File: src/rtl/kbc_pkg.sv
package kbc_pkg;
  localparam int BYTE_W = 8;
  typedef logic [BYTE_W-1:0] byte_t;

  typedef enum logic [1:0] {
    PEND_NONE = 2'd0,
    PEND_CFG  = 2'd1,
    PEND_OUTP = 2'd2
  } pend_e;

  typedef struct packed {
    logic rd_cfg;
    logic wr_cfg;
    logic kbd_off;
    logic kbd_on;
    logic outp;
    logic pulse;
  } cmd_dec_t;

  localparam byte_t CMD_RD_CFG  = 8'h20;
  localparam byte_t CMD_WR_CFG  = 8'h60;
  localparam byte_t CMD_KBD_OFF = 8'hAD;
  localparam byte_t CMD_KBD_ON  = 8'hAE;
  localparam byte_t CMD_OUTP    = 8'hD1;
  localparam logic [3:0] CMD_PULSE_HI = 4'hF;
  localparam byte_t STAT_BASE   = 8'h1C;
  localparam byte_t CFG_RST     = 8'h01;
  localparam byte_t OUTP_A20_ON  = 8'hDF;
  localparam byte_t OUTP_A20_OFF = 8'hDD;
endpackage

File: src/rtl/kbc_cmd_decode.sv
module kbc_cmd_decode
  import kbc_pkg::*;
(
  input  logic     en,
  input  byte_t    cmd,
  output cmd_dec_t dec
);
  always_comb begin
    dec         = '0;
    dec.rd_cfg  = en && (cmd == CMD_RD_CFG);
    dec.wr_cfg  = en && (cmd == CMD_WR_CFG);
    dec.kbd_off = en && (cmd == CMD_KBD_OFF);
    dec.kbd_on  = en && (cmd == CMD_KBD_ON);
    dec.outp    = en && (cmd == CMD_OUTP);
    dec.pulse   = en && (cmd[BYTE_W-1:BYTE_W-4] == CMD_PULSE_HI);
  end
endmodule

File: src/rtl/kbc_obuf.sv
module kbc_obuf
  import kbc_pkg::*;
(
  input  logic  clk,
  input  logic  rst_n,
  input  logic  ctrl_load,
  input  byte_t ctrl_byte,
  input  logic  kb_valid,
  input  byte_t kb_data,
  output logic  kb_ready,
  input  logic  take,
  input  logic  flush,
  input  logic  irq_en,
  output byte_t obuf,
  output logic  full,
  output logic  irq
);
  logic  load;
  byte_t load_byte;

  assign kb_ready  = !full && !ctrl_load;
  assign load      = ctrl_load || (kb_valid && kb_ready);
  assign load_byte = ctrl_load ? ctrl_byte : kb_data;

  always_ff @(posedge clk) begin
    if (!rst_n) begin
      obuf <= '0;
      full <= 1'b0;
      irq  <= 1'b0;
    end else if (load) begin
      obuf <= load_byte;
      full <= 1'b1;
      irq  <= irq_en;
    end else if (take || flush) begin
      full <= 1'b0;
      irq  <= 1'b0;
    end
  end
endmodule

File: src/rtl/kbc_fwd_reg.sv
module kbc_fwd_reg
  import kbc_pkg::*;
(
  input  logic  clk,
  input  logic  rst_n,
  input  logic  push,
  input  byte_t push_data,
  output logic  valid,
  input  logic  ready,
  output byte_t data
);
  always_ff @(posedge clk) begin
    if (!rst_n) begin
      valid <= 1'b0;
      data  <= '0;
    end else if (push) begin
      valid <= 1'b1;
      data  <= push_data;
    end else if (valid && ready) begin
      valid <= 1'b0;
    end
  end
endmodule

File: src/rtl/kbc_pulse_gen.sv
module kbc_pulse_gen #(
  parameter int CYCLES = 1500000
) (
  input  logic clk,
  input  logic rst_n,
  input  logic trig,
  output logic active
);
  localparam int CW = $clog2(CYCLES + 1);
  localparam logic [CW-1:0] LOAD = CW'(CYCLES);

  logic [CW-1:0] cnt;

  always_ff @(posedge clk) begin
    if (!rst_n)            cnt <= '0;
    else if (trig)         cnt <= LOAD;
    else if (cnt != '0)    cnt <= cnt - 1'b1;
  end

  assign active = (cnt != '0);
endmodule

File: src/rtl/kbc_host_if.sv
module kbc_host_if
  import kbc_pkg::*;
#(
  parameter int PULSE_CYCLES = 1500000
) (
  input  logic       clk,
  input  logic       rst_n,
  input  logic       host_addr,
  input  logic       host_wr,
  input  logic [7:0] host_wdata,
  input  logic       host_rd,
  output logic [7:0] host_rdata,
  output logic       kbd_cmd_valid,
  input  logic       kbd_cmd_ready,
  output logic [7:0] kbd_cmd_data,
  input  logic       kbd_rsp_valid,
  output logic       kbd_rsp_ready,
  input  logic [7:0] kbd_rsp_data,
  output logic       irq1,
  output logic       a20_en,
  output logic       cpu_reset,
  output logic       kbd_disabled
);
  logic     wr_cmd, wr_dat, rd_dat;
  cmd_dec_t dec;
  pend_e    pend_q;
  byte_t    cfg_q;
  byte_t    obuf_q;
  logic     obuf_full;
  logic     flush, pulse_trig;

  assign wr_cmd = host_wr &&  host_addr;
  assign wr_dat = host_wr && !host_addr;
  assign rd_dat = host_rd && !host_addr;

  kbc_cmd_decode u_dec (
    .en  (wr_cmd),
    .cmd (host_wdata),
    .dec (dec)
  );

  // pending-parameter state
  always_ff @(posedge clk) begin
    if (!rst_n)           pend_q <= PEND_NONE;
    else if (wr_cmd) begin
      if (dec.wr_cfg)     pend_q <= PEND_CFG;
      else if (dec.outp)  pend_q <= PEND_OUTP;
      else if (dec.pulse) pend_q <= PEND_NONE;
    end else if (wr_dat)  pend_q <= PEND_NONE;
  end

  // configuration byte, A20 gate, keyboard-disable flag
  always_ff @(posedge clk) begin
    if (!rst_n) begin
      cfg_q        <= CFG_RST;
      a20_en       <= 1'b0;
      kbd_disabled <= 1'b0;
    end else begin
      if (wr_dat && pend_q == PEND_CFG) cfg_q <= host_wdata;
      if (wr_dat && pend_q == PEND_OUTP) begin
        if (host_wdata == OUTP_A20_ON)       a20_en <= 1'b1;
        else if (host_wdata == OUTP_A20_OFF) a20_en <= 1'b0;
      end
      if (dec.kbd_off)     kbd_disabled <= 1'b1;
      else if (dec.kbd_on) kbd_disabled <= 1'b0;
    end
  end

  assign flush      = (wr_dat && pend_q == PEND_OUTP) || dec.pulse;
  assign pulse_trig = dec.pulse && !host_wdata[0];

  kbc_obuf u_obuf (
    .clk       (clk),
    .rst_n     (rst_n),
    .ctrl_load (dec.rd_cfg),
    .ctrl_byte (cfg_q),
    .kb_valid  (kbd_rsp_valid),
    .kb_data   (kbd_rsp_data),
    .kb_ready  (kbd_rsp_ready),
    .take      (rd_dat),
    .flush     (flush),
    .irq_en    (cfg_q[0]),
    .obuf      (obuf_q),
    .full      (obuf_full),
    .irq       (irq1)
  );

  kbc_fwd_reg u_fwd (
    .clk       (clk),
    .rst_n     (rst_n),
    .push      (wr_dat && pend_q == PEND_NONE),
    .push_data (host_wdata),
    .valid     (kbd_cmd_valid),
    .ready     (kbd_cmd_ready),
    .data      (kbd_cmd_data)
  );

  kbc_pulse_gen #(.CYCLES(PULSE_CYCLES)) u_pulse (
    .clk    (clk),
    .rst_n  (rst_n),
    .trig   (pulse_trig),
    .active (cpu_reset)
  );

  assign host_rdata = host_addr ? (STAT_BASE | {7'b0, obuf_full}) : obuf_q;
endmodule

File: config.mk
export PLATFORM = sky130hd
export DESIGN_NAME = kbc_host_if
export DESIGN_NICKNAME = d
export VERILOG_FILES = /design/src/rtl/kbc_pkg.sv /design/src/rtl/kbc_cmd_decode.sv /design/src/rtl/kbc_obuf.sv /design/src/rtl/kbc_fwd_reg.sv /design/src/rtl/kbc_pulse_gen.sv /design/src/rtl/kbc_host_if.sv
export SDC_FILE = /design/constraint.sdc
export NUM_CORES = 1
export LEC_CHECK = 0
export ABC_AREA = 1
export BUFFER_PORTS_ARGS = -buffer_cell sky130_fd_sc_hd__buf_4
export CORE_UTILIZATION = 50
export DETAILED_ROUTE_END_ITERATION = 16
export GPL_TIMING_DRIVEN = 0
export PLACE_DENSITY = 0.82
export SLEW_MARGIN = 20
export SYNTH_ARGS = -nofsm -noshare
export SYNTH_HDL_FRONTEND = slang
export SYNTH_SLANG_ARGS = --single-unit
export TNS_END_PERCENT = 20
File: constraint.sdc
create_clock -name clk -period 2.1 [get_ports clk]
set_clock_uncertainty 0.2 [all_clocks]
set_input_delay 0.525 -clock clk [delete_from_list [all_inputs] [get_ports clk]]
set_output_delay 0.525 -clock clk [all_outputs]
set_load 0.02 [all_outputs]
# Word-level counts from Yosys, hierarchy flattened
# Index checks and enable logic that the tools add are counted.
[op_classes]
n_addsub = 1
eq_ne = 11
mux = 18
bitwise_logic = 1
reduce_logical = 34
[op_table]
columns = ["op", "count"]
rows = [
  ["2-to-1 mux 21 bit", 2],
  ["== test 8 bit, second input constant", 5],
  ["nonzero test 21 bit", 1],
  ["subtractor 21 x 1 -> 21 bit, second input constant", 1],
  ["logical AND 1 bit", 16],
  ["2-to-1 mux 8 bit", 2],
  ["nonzero test 2 bit", 6],
  ["2-to-1 mux 2 bit", 5],
  ["2-to-1 mux 1 bit", 9],
  ["== test 8 x 6 -> 1 bit, second input constant", 1],
  ["== test 8 x 7 -> 1 bit, second input constant", 1],
  ["== test 4 bit, second input constant", 1],
  ["logical NOT 1 bit", 4],
  ["inequality test 4 bit, second input constant", 1],
  ["AND reduction 2 bit", 2],
  ["logical OR 1 bit", 3],
  ["== test 2 x 1 -> 1 bit, second input constant", 1],
  ["== test 2 bit, second input constant", 1],
  ["logical NOT 2 bit", 1],
  ["OR reduction 2 bit", 1],
  ["inverter 1 bit", 1],
]
[word_totals]
reg_bits = 52
input_bits = 23
output_inout_bits = 22
word_cells = 76

# Logic depth before layout (Yosys ltp)
[logic_depth]
word_depth = 7
depth_mapped = 10
depth_no_buf = 9

# By module
# A second synthesis with hierarchy kept.
[hier_totals]
hier_cells = 445
area_unflattened_um2 = 2959.1
[modules_own_cells]
columns = ["mod", "instances", "cells_per_inst", "area_per_inst_um2", "seq_area_each_um2"]
rows = [
  ["kbc_pulse_gen", 1, 185, 1317.5, 420.4],
  ["kbc_host_if", 1, 97, 614.3, 240.2],
  ["kbc_obuf", 1, 95, 580.6, 200.2],
  ["kbc_fwd_reg", 1, 38, 304.0, 180.2],
  ["kbc_cmd_decode", 1, 30, 142.6, 0.0],
]

# Least setup slack after synthesis
# OpenSTA, ideal clock, no wires.
[synth_timing]
path_kind = "input port to output port"
from = "in host_addr"
to = "out host_rdata[0]"
arrival_time_ns = 1.162
path_slack_ns = 0.213
path_stages = 3
n_path_buf = 1
path_cell_list = "buf_6 inv_2 o21ai_0"
[synth_between]
elab_chain_len = 1
[synth_rtl]
columns = ["element", "line", "rtl"]
rows = [
  ["start: declaration", "kbc_host_if.sv:8", "input logic host_addr,"],
  ["2-to-1 mux 8 bit", "kbc_host_if.sv:105", "assign host_rdata = host_addr ? (STAT_BASE | {7'b0, obuf_full}) : obuf_q;"],
  ["end: declaration", "kbc_host_if.sv:12", "output logic [7:0] host_rdata,"],
]
# No other way between the ends.

# Worst setup path after layout
[layout_timing]
from = "in host_wdata[6]"
to = "out kbd_rsp_ready"
[layout_between]
elab_chain_len = 4
[layout_rtl]
columns = ["element", "line", "rtl"]
rows = [
  ["start: declaration", "kbc_host_if.sv:10", "input logic [7:0] host_wdata,"],
  ["== test 8 x 6 -> 1 bit", "kbc_cmd_decode.sv:10", "dec.rd_cfg = en && (cmd == CMD_RD_CFG);"],
  ["logical AND 1 bit", "kbc_cmd_decode.sv:10", ""],
  ["logical NOT 1 bit", "kbc_obuf.sv:21", "assign kb_ready = !full && !ctrl_load;"],
  ["logical AND 1 bit", "kbc_obuf.sv:21", ""],
  ["end: declaration", "kbc_host_if.sv:17", "output logic kbd_rsp_ready,"],
]
# No other way between the ends.

==> impl_results.md <==
* Worst setup margin at 24.7 ps
* NumNets Final at 490
* Yosys synthesis warning count at 0
* Clock root buffer: clkbuf_8
* Finished Layout Cells at 536
* First-pass GRT wire length at 11.7 mm
* Cell repeated most along the worst path: buf_4
* Startpoint types: input port
* Post-synth top area cell: dfxtp_1
* Most common cell after layout, fill and taps aside: nand2_1
* Largest net degree at the start of global routing at 17
* Vias in the first global route at 2564
* Syn Inst Count at 408
* Max Fclk at 482 MHz
* Top post-synthesis cells by area: dfxtp_1 38%, nand2_1 12%, nor2_1 8.9%, inv_1 6.5%, a21oi_1 6.3%
* Drt total wl at 7.10 mm
* CP max-delay cell: nor3_2
* Worst EP required at 1370 ps
* Final Cycle Share at 98.8%
* Synthesized area at 2770 µm²
* Worst-Skew Late Latency at 310 ps
* Reg clk slew, reported paths at 100 ps
* Clock sink total at 52
* Critical-path cell list: buf_4 -> inv_1 -> nand3_1 -> nor3_2 -> nor2_1 -> buf_4
* Die area at 5840 µm²
* Met3 Wirelength at 447 µm
* Core area at 5240 µm²
* Minimum clock period after layout at 2080 ps
* Fill cells at 476
* Net count after synthesis at 433
* Starting DRC count in detailed routing at 218
* Vias per cell at 5.20
* Clock tree buffer depth at 2
* Post-route ant nets at 0
* Total CTS buffers at 5
* Post-synth EDFFs at 0
* Post-Synthesis Mean Instance Area at 6.79 µm²
* Antenna Diode Count at 0
* Int Pwr at 2.48 mW
* HP Class: reg2reg
* Initial Util at 52.9%
* Initial antenna violation count at 0
* Total grt overflow at 0
* DR vias at 2786
* WL met2 at 3.24 mm
* Top sig layer: met4
* Layout cells sized above 1 at 24.5%
* VDD IR max at 0.929 mV
* Clock tree from TritonCTS: built
* Gate power share at 51.3%
* Slowest stage delay, CP at 230 ps
* Ports at 45
* Chip Height at 76.5 µm
* Setup Crit Path Kind: in2out
* DR pass1 iterations at 5
* Switching Power at 1.89 mW
* Total GRT Usage at 24.9%
* Inst Count DP at 520
* Pwr Density at 1270 nW/µm²
* Worst slack, placed at -71.7 ps
* Die span in x at 76.5 µm
* Status: finished clean
* Slew headroom at 51.0%
* Post-synthesis cell type count at 30
* H-Tree Depth at 2
* Top cell type's share of synthesized area at 37.6%
* Fraction of registers with async set/reset at 0%
* Sw Share at 43.3%
* Sequential share of power at 32.0%
* Wirelength per Cell at 13.2 µm
* Finish-stage setup viols at 0
* Most frequent cells in the layout: 85 x nand2_1, 59 x nor2_1, 51 x buf_4, 46 x dfxtp_1, 44 x inv_1
* Multi-input logic area at 1530 µm²
* Post-Place Cell Area at 3170 µm²
* CTS Hold Buffers Added at 0
* CP Max Fanout at 4
* DP HPWL at 5.24 mm
* LEAKAGE at 1.60 nW
* Yosys reg bits at 52
* Fin. Hold Viols at 0
* Max_cap viols at 0
* Final instance area at 3430 µm²
* Tot Pwr at 4.36 mW
* Slew Viols, Final at 0
* Worst path arrival time at 1350 ps
* Most used DFF post-synth: dfxtp_1
* Critical path endpoint category: primary output
* Area growth syn-to-layout at 23.6%
* Row Count at 26
* Port buffer count at 42
* Sequential cell area at 1050 µm²
* Routed metal-1 wirelength at 3.35 mm
* # DRC at 0
* Least-Margin Pin Slew at 735 ps
* FF-to-FF setup slack at 210 ps
* Routability cong. at 0.937
* Post-synthesis sequential area ratio at 37.6%
* Clk network pwr share at 16.7%
-- per-stage QoR --
step	util, %	TNS, ps	hold WS [ps]
6_report	65.4	0	274
5_1_grt	65.4	-0.348	281
3_5_place_dp	60.6	-71.7	243
2_1_floorplan	-	0	222
4_1_cts	64.3	0	275
3_3_place_gp	60.6	-90.3	234
-- layer usage --
layer	track usage, %	vias up
li1	-	1419
met1	34.4	1274
met2	40.3	86
met3	4.19	7
met4	6.35	0
met5	0	-
-- power by group through the flow --
stage               clock (mW)  sequential, mW  combinational, mW
floorplan                    0            1.34               1.49
global placement             0            1.36               1.87
detailed placement           0            1.37               1.92
CTS                      0.738            1.37               2.08
global route             0.773            1.42               2.47
finish                   0.728            1.40               2.24
-- flip-flops by register name, indices dropped and copies added (netlist names) --
register	count
u_fwd.data	8
a20_en	1
u_pulse.cnt	21
u_obuf.full	1
kbd_disabled	1
cfg_q	8
pend_q	2
u_obuf.obuf	8
u_obuf.irq	1
u_fwd.valid	1
-- timing repair --
| action | in CTS | in global routing |
|---|---|---|
| setup endpoints to repair | 2 | 2 |
| endpoints found under the hold margin | 0 | 0 |
| pin swaps | 3 | 6 |
| resized for setup | 13 | 14 |
| setup buffers | 5 | 3 |
-- cell usage after synthesis, types with 2 or more instances --
library cell  instances
dfxtp_1              52
a21oi_1              35
a21oi_2               8
ha_1                  2
nand3_1              32
buf_2                 2
nor3_4                5
nand2_4               3
inv_2                 2
nor3_1                5
or2_2                 6
buf_6                 2
inv_1                48
nand4_1               8
clkbuf_1              4
nor2_1               66
xor2_1                2
nand2_1              89
o21ai_0              19
xnor2_1               5
nand3_2               2
nand3b_1              3
-- cell families (layout without fill, tap and decap cells) --
| kind of cell | after synthesis | count (layout) | synth area share (%) |
|---|---|---|---|
| and+or+nand+nor | 221 | 221 | 37.1 |
| AOI/OAI and AO/OA | 65 | 65 | 13.1 |
| buffers and inverters | 61 | 119 | 9.12 |
| DFF | 52 | 52 | 37.6 |
| xor gates and xnor gates | 7 | 7 | 2.21 |
| adders and majority gates | 2 | 2 | 0.903 |
-- final timing paths --
kind | start | cells after the start | endpoint
max | host_wdata[6] | 6 | kbd_rsp_ready
min | u_pulse.cnt[0]$_SDFFE_PP0P_ | 1 | u_pulse.cnt[0]$_SDFFE_PP0P_
max reg2reg | u_pulse.cnt[0]$_SDFFE_PP0P_ | 8 | u_pulse.cnt[8]$_SDFFE_PN0P_
min reg2reg | u_pulse.cnt[0]$_SDFFE_PP0P_ | 1 | u_pulse.cnt[0]$_SDFFE_PP0P_
-- worst max-delay path, delay by kind of cell --
family,cells,cell delay [ps]
buffers and inverters,3,410
and+or+nand+nor,3,420
-- cell type report --
type / count / share of cell area, %
multi-input cells: 295 / 44.7
plain buffers: 10 / 1.72
clock buffers: 6 / 2.41
clock inverters: 2 / 1.13
repair buffers: 50 / 11.0
well taps: 70 / 2.56
inverters: 51 / 5.95
flip-flops and latches: 52 / 30.6
Power figures use the tool's default switching activity.
